<file path="config.mk">
export PLATFORM = sky130hd
export DESIGN_NAME = cm_pwm_cycle
export DESIGN_NICKNAME = d
export VERILOG_FILES = /design/src/rtl/cm_pwm_pkg.sv /design/src/rtl/cm_pwm_ramp.sv /design/src/rtl/cm_pwm_blank.sv /design/src/rtl/cm_pwm_toggle.sv /design/src/rtl/cm_pwm_cycle.sv
export SDC_FILE = /design/constraint.sdc
export NUM_CORES = 1
export LEC_CHECK = 0
export ABC_AREA = 1
export BUFFER_PORTS_ARGS = -buffer_cell sky130_fd_sc_hd__buf_4
export CORE_UTILIZATION = 40
export CTS_BUF_LIST = sky130_fd_sc_hd__clkbuf_8
export CTS_CLUSTER_DIAMETER = 200
export DETAILED_ROUTE_END_ITERATION = 6
export GPL_ROUTABILITY_DRIVEN = 0
export PLACE_DENSITY = 0.68
export SYNTH_ARGS = -nofsm -noshare
export SYNTH_HDL_FRONTEND = slang
export SYNTH_SLANG_ARGS = --single-unit
</file>
<file path="constraint.sdc">
create_clock -name clk_i -period 2.1 [get_ports clk_i]
set_input_delay 0.21 -clock clk_i [delete_from_list [all_inputs] [get_ports clk_i]]
set_output_delay 0.21 -clock clk_i [all_outputs]
set_load 0.1 [all_outputs]
</file>
<file path="src/rtl/cm_pwm_pkg.sv">
package cm_pwm_pkg;

  function automatic int unsigned ceil_div(input int unsigned num, input int unsigned den);
    return (num + den - 1) / den;
  endfunction

endpackage

</file>
<file path="src/rtl/cm_pwm_ramp.sv">
module cm_pwm_ramp #(
  parameter int unsigned RAMP_TICKS = 64,
  parameter int unsigned DUTY_W     = 8,
  parameter int unsigned DUTY_BASE  = 32
) (
  input  logic              clk_i,
  input  logic              rst_ni,
  input  logic              start_i,
  input  logic [DUTY_W-1:0] duty_i,
  output logic              win_next_o,
  output logic              inhibit_o
);
  localparam int unsigned RW = $clog2(RAMP_TICKS + 1);
  localparam int unsigned CW = (DUTY_W > RW) ? DUTY_W : RW;

  logic [RW-1:0] ramp_q, ramp_d;
  logic [CW-1:0] diff, lim;

  always_comb begin
    if (start_i)                        ramp_d = '0;
    else if (ramp_q < RW'(RAMP_TICKS))  ramp_d = ramp_q + 1'b1;
    else                                ramp_d = ramp_q;
  end

  // duty ceiling: ticks allowed since start, clamped to ramp span
  always_comb begin
    diff = CW'(duty_i) - CW'(DUTY_BASE);
    if (duty_i <= DUTY_W'(DUTY_BASE))   lim = '0;
    else if (diff > CW'(RAMP_TICKS))    lim = CW'(RAMP_TICKS);
    else                                lim = diff;
  end

  assign win_next_o = CW'(ramp_d) < lim;
  assign inhibit_o  = duty_i < DUTY_W'(DUTY_BASE);

  always_ff @(posedge clk_i or negedge rst_ni) begin
    if (!rst_ni) ramp_q <= RW'(RAMP_TICKS);
    else         ramp_q <= ramp_d;
  end

  AST_RAMP_BOUND: assert property (@(posedge clk_i) disable iff (!rst_ni)
    ramp_q <= RW'(RAMP_TICKS));
  AST_RAMP_RESTART: assert property (@(posedge clk_i) disable iff (!rst_ni)
    start_i |=> ramp_q == '0);

endmodule

</file>
<file path="src/rtl/cm_pwm_blank.sv">
module cm_pwm_blank #(
  parameter int unsigned BLANK_TICKS = 10
) (
  input  logic clk_i,
  input  logic rst_ni,
  input  logic restart_i,
  input  logic on_i,
  output logic blanked_o
);
  localparam int unsigned BW = $clog2(BLANK_TICKS + 1);

  logic [BW-1:0] cnt_q;

  always_ff @(posedge clk_i or negedge rst_ni) begin
    if (!rst_ni)                                   cnt_q <= BW'(BLANK_TICKS);
    else if (restart_i)                            cnt_q <= '0;
    else if (on_i && (cnt_q < BW'(BLANK_TICKS)))   cnt_q <= cnt_q + 1'b1;
  end

  assign blanked_o = cnt_q < BW'(BLANK_TICKS);

  AST_BLANK_BOUND: assert property (@(posedge clk_i) disable iff (!rst_ni)
    cnt_q <= BW'(BLANK_TICKS));

endmodule

</file>
<file path="src/rtl/cm_pwm_toggle.sv">
module cm_pwm_toggle (
  input  logic clk_i,
  input  logic rst_ni,
  input  logic en_i,
  input  logic half_i,
  input  logic start_i,
  output logic allow_o
);
  logic tog_q;

  always_ff @(posedge clk_i or negedge rst_ni) begin
    if (!rst_ni)               tog_q <= 1'b0;
    else if (!en_i || !half_i) tog_q <= 1'b0;
    else if (start_i)          tog_q <= ~tog_q;
  end

  assign allow_o = ~half_i | ~tog_q;

  AST_HALF_TOGGLE: assert property (@(posedge clk_i) disable iff (!rst_ni)
    (en_i && half_i && start_i) |=> (tog_q != $past(tog_q)));

endmodule

</file>
<file path="src/rtl/cm_pwm_cycle.sv">
module cm_pwm_cycle
  import cm_pwm_pkg::*;
#(
  parameter int unsigned CLK_NS     = 10,
  parameter int unsigned BLANK_NS   = 100,
  parameter int unsigned RAMP_TICKS = 64,
  parameter int unsigned DUTY_W     = 8,
  parameter int unsigned DUTY_BASE  = 32
) (
  input  logic              clk_i,
  input  logic              rst_ni,
  input  logic              en_i,
  input  logic              start_i,
  input  logic              cs_trip_i,
  input  logic              oc_trip_i,
  input  logic [DUTY_W-1:0] duty_i,
  input  logic              half_i,
  output logic              gate_o,
  output logic              fault_o
);
  localparam int unsigned BLANK_TICKS = ceil_div(BLANK_NS, CLK_NS);

  logic on_q, on_d, fault_q;
  logic win_next, inhibit, blanked, allow;
  logic cs_eff, oc_eff;

  cm_pwm_ramp #(
    .RAMP_TICKS(RAMP_TICKS),
    .DUTY_W    (DUTY_W),
    .DUTY_BASE (DUTY_BASE)
  ) i_ramp (
    .clk_i     (clk_i),
    .rst_ni    (rst_ni),
    .start_i   (start_i),
    .duty_i    (duty_i),
    .win_next_o(win_next),
    .inhibit_o (inhibit)
  );

  cm_pwm_blank #(
    .BLANK_TICKS(BLANK_TICKS)
  ) i_blank (
    .clk_i    (clk_i),
    .rst_ni   (rst_ni),
    .restart_i(start_i),
    .on_i     (on_q),
    .blanked_o(blanked)
  );

  cm_pwm_toggle i_toggle (
    .clk_i  (clk_i),
    .rst_ni (rst_ni),
    .en_i   (en_i),
    .half_i (half_i),
    .start_i(start_i),
    .allow_o(allow)
  );

  assign cs_eff = cs_trip_i & ~blanked;
  assign oc_eff = oc_trip_i & ~blanked;

  // set by start only, cleared by trip or ceiling: one pulse per period
  always_comb begin
    if (!en_i)        on_d = 1'b0;
    else if (start_i) on_d = allow & win_next;
    else              on_d = on_q & ~cs_eff & ~oc_eff & win_next;
  end

  always_ff @(posedge clk_i or negedge rst_ni) begin
    if (!rst_ni) begin
      on_q    <= 1'b0;
      fault_q <= 1'b0;
    end else begin
      on_q    <= on_d;
      fault_q <= en_i & on_q & oc_eff;
    end
  end

  assign gate_o  = en_i & on_q & ~oc_eff & ~inhibit;
  assign fault_o = fault_q;

  AST_ONE_PULSE: assert property (@(posedge clk_i) disable iff (!rst_ni)
    $rose(on_q) |-> $past(start_i));
  AST_BLANK_HOLD: assert property (@(posedge clk_i) disable iff (!rst_ni)
    (on_q && blanked && en_i && !start_i && win_next) |=> on_q);
  AST_OC_STOP: assert property (@(posedge clk_i) disable iff (!rst_ni)
    (on_q && oc_trip_i && !blanked && en_i && !start_i) |=> (!on_q && fault_o));
  AST_FAULT_SINGLE: assert property (@(posedge clk_i) disable iff (!rst_ni)
    fault_o |=> !fault_o);
  AST_EN_CLEAR: assert property (@(posedge clk_i) disable iff (!rst_ni)
    !en_i |=> (!on_q && !fault_o));

endmodule

</file>
==> out/metrics.cfg <==
[worst_setup_path]
crit_arrival_ns = 2.11
crit_path_end = on_q$_DFF_PN0_
startpoint = i_ramp.ramp_q[6]$_DFF_PN1_
required_ns = 2.28
start_kind = flop
crit_path_end_kind = flop
path_max_fanout = 7
critical_path_class = reg -> reg
reg2reg_slack_ns = 0.17
rr_worst_depth = 13
r2r_start = i_ramp.ramp_q[6]$_DFF_PN1_
rr_endpoint = on_q$_DFF_PN0_

[synthesis]
synth-seq-cells = 14
synthTopCellsByCount = nand2_1 (28), inv_1 (17), nor2_1 (17)
avgSynthCellArea_um2 = 7.57
synth_edf_count = 0
synth.distinct_cells = 23
yosys_warnings = 0
synth-main-ff-cell = dfrtp_1
syn_area_um2 = 946
synth_largest_type_area_fraction = 0.291
async_flop_share = 1.00
ys_seq_area_frac = 0.374
ys_top_cells_by_area = dfrtp_1 (29%), ha_1 (13%), nand2_1 (11%)
synth_cells = 125
synth_nets = 150
yosysTopAreaCell = dfrtp_1
synth.most_common_cell = nand2_1

[finish]
stdcell_area_um2 = 1220
final_nets = 174
syn2layout_area_growth_pct = 28.6
n_antenna_cell = 0
final_util = 0.550
layout-drive-gt1-share = 0.257
fillers = 216

[route]
routed_via_density = 4.94
ant_nets = 0
wl_per_cell_um = 10.6
wl_um = 1870
dr.pass1.iters = 2
num_vias = 870
drt-initial-drc-count = 8
drcViolationCount = 0

[floorplan]
std_cell_rows = 17
die_y_um = 50.6
coreArea_um2 = 2210
fp.dieArea_um2 = 2560
die_w_um = 50.6
start_util = 0.428
ios = 17

[job]
maxCapViolCount = 0

[global_routing]
grtUsageMet2 = 0.273
track_usage = 0.171
overflow = 0
grt_max_degree = 15
grt_antenna_before_repair = 0
gr-max-usage-layer = met2
grt_pass1_vias = 781
met3_usage = 0.0273
grt.met1_usage = 0.209
grt_pass1_wl_um = 3170

[clock_network]
numCtsBuffers = 3
path_clk_slew_ns = 0.06
cts_htree_levels = 1
clk_latency_ns = 0.25
cts_tree = built
cts_sinks = 14
cts_buffer_depth = 2
clockRootBuffer = clkbuf_8

[sta]
slew_violations = 0
tns_ns = 0
min_period_ns = 1.93
rsz0062_at_grt = no
final-setup-viol-count = 0
hold_violations = 0
fin_crit_sh = 0.920
finalClockSkew_ns = 0.00295
tightest_slew_ns = 0.378
slew_headroom = 0.746
fmax_mhz = 517
setup_ws_ns = 0.167

[pwr]
swShare = 0.276
powerDensity_nw_per_um2 = 580
combPwrFrac = 0.207
p_switching_uw = 195
p_total_uw = 705
p_leak_nw = 0.588
power_frac_seq = 0.416
pwr-share-clk = 0.377
p_int_uw = 510
ir_worst_vdd_uv = 265

[outcome]
status = complete, no violations

[placement]
hpwl_um = 1460
place_area_um2 = 1120
pre_cts_ws_ns = 0.0996
io_buffers = 16

[worst_hold_path]
hp-class = in -> reg

==> routing by layer <==
| layer | vias up | part of all wire |
|---|---|---|
| met5 | - | 0 |
| met4 | 0 | 0.031 |
| met3 | 5 | 0.027 |
| met2 | 16 | 0.47 |
| met1 | 395 | 0.47 |
| li1 | 454 | - |
==> state kept, by name, summed over array words and instances, names as in the netlist <==
register / flops
on_q: 1
fault_o: 1
i_blank.cnt_q: 4
i_ramp.ramp_q: 7
i_toggle.tog_q: 1
==> worst max-delay path, stage by stage, from the launching register on <==
cell	delay [ns]
dfstp_2	0.56
inv_4	0.05
nand4_1	0.08
nor2_1	0.05
inv_1	0.10
nor2_4	0.05
o21ai_2	0.13
a21oi_2	0.06
ha_1	0.30
a21oi_2	0.14
nor2_1	0.05
nor2_1	0.08
nand4_1	0.11
a21oi_2	0.11
==> per-stage QoR <==
| stage | hold slack (ns) | instances |
|---|---|---|
| 4_1_cts | 0.160 | 175 |
| 2_1_floorplan | -0.0856 | 125 |
| 3_3_place_gp | 0.0681 | 170 |
| 3_5_place_dp | 0.0680 | 170 |
| 6_report | 0.167 | 176 |
| 5_1_grt | 0.174 | 176 |
==> cell families after synthesis <==
group           Yosys count  synth area share
buf+inv                  21            0.0939
simple gates             57             0.255
flops                    14             0.374
compound gates           22             0.135
xor+xnor                  1           0.00926
fa+ha+maj                10             0.132
==> placed cells by master (no fill, tap or decap) <==
master,Yosys,layout
inv_2,2,1
o21ai_0,6,5
nand3_1,5,5
inv_4,1,2
nor2_2,1,1
xnor2_1,1,1
a21oi_1,10,8
ha_1,10,10
nor2_1,17,16
o21ai_1,1,1
a221oi_4,0,1
nand3_2,1,1
clkbuf_8,0,4
inv_1,17,17
nand4_1,3,3
a21oi_2,2,4
buf_4,0,19
a311oi_1,1,1
dfstp_2,3,3
o31ai_1,1,1
nor2_4,0,1
o21ai_2,0,1
nand3b_1,1,1
dlygate4sd3_1,0,1
dfrtp_1,11,11
nor3_1,1,1
nand2_1,28,28
==> final cells by class <==
| class | count | area, µm² | share of cell area |
|---|---|---|---|
| Multi-Input combinational cell | 90 | 539 | 0.443 |
| Inverter | 20 | 80.1 | 0.0658 |
| Timing Repair Buffer | 20 | 153 | 0.126 |
| Sequential cell | 14 | 354 | 0.291 |
| Tap cell | 28 | 35.0 | 0.0288 |
| Clock buffer | 4 | 55.1 | 0.0453 |
==> power groups by stage <==
| stage | sequential (mW) | combinational (mW) | clock (mW) |
|---|---|---|---|
| 2_1_floorplan | 0.296 | 0.0943 | 0 |
| 3_3_place_gp | 0.298 | 0.142 | 0 |
| 3_5_place_dp | 0.298 | 0.145 | 0 |
| 4_1_cts | 0.293 | 0.148 | 0.273 |
| 5_1_grt | 0.296 | 0.167 | 0.283 |
| 6_report | 0.293 | 0.146 | 0.266 |
==> timing repair <==
item,CTS,global route
endpoints found under the setup margin,0,1
hold buffers,1,0
resized for setup,0,7
buffers inserted,0,1
hold endpoints to repair,11,0
==> how the worst min path moves through the flow <==
stage                       start                      endpoint  slack (ns)  cells after the start
after global routing      start_i  i_blank.cnt_q[3]$_DFFE_PN1P_        0.17                      2
after CTS                 start_i  i_blank.cnt_q[3]$_DFFE_PN1P_        0.16                      2
final                     start_i  i_blank.cnt_q[3]$_DFFE_PN1P_        0.17                      2
after floorplan            rst_ni             fault_o$_DFF_PN0_       -0.09                      0
after global placement     rst_ni    i_ramp.ramp_q[0]$_DFF_PN0_        0.07                      1
after detailed placement   rst_ni    i_ramp.ramp_q[0]$_DFF_PN0_        0.07                      1
(Power assumes the default switching activity.)
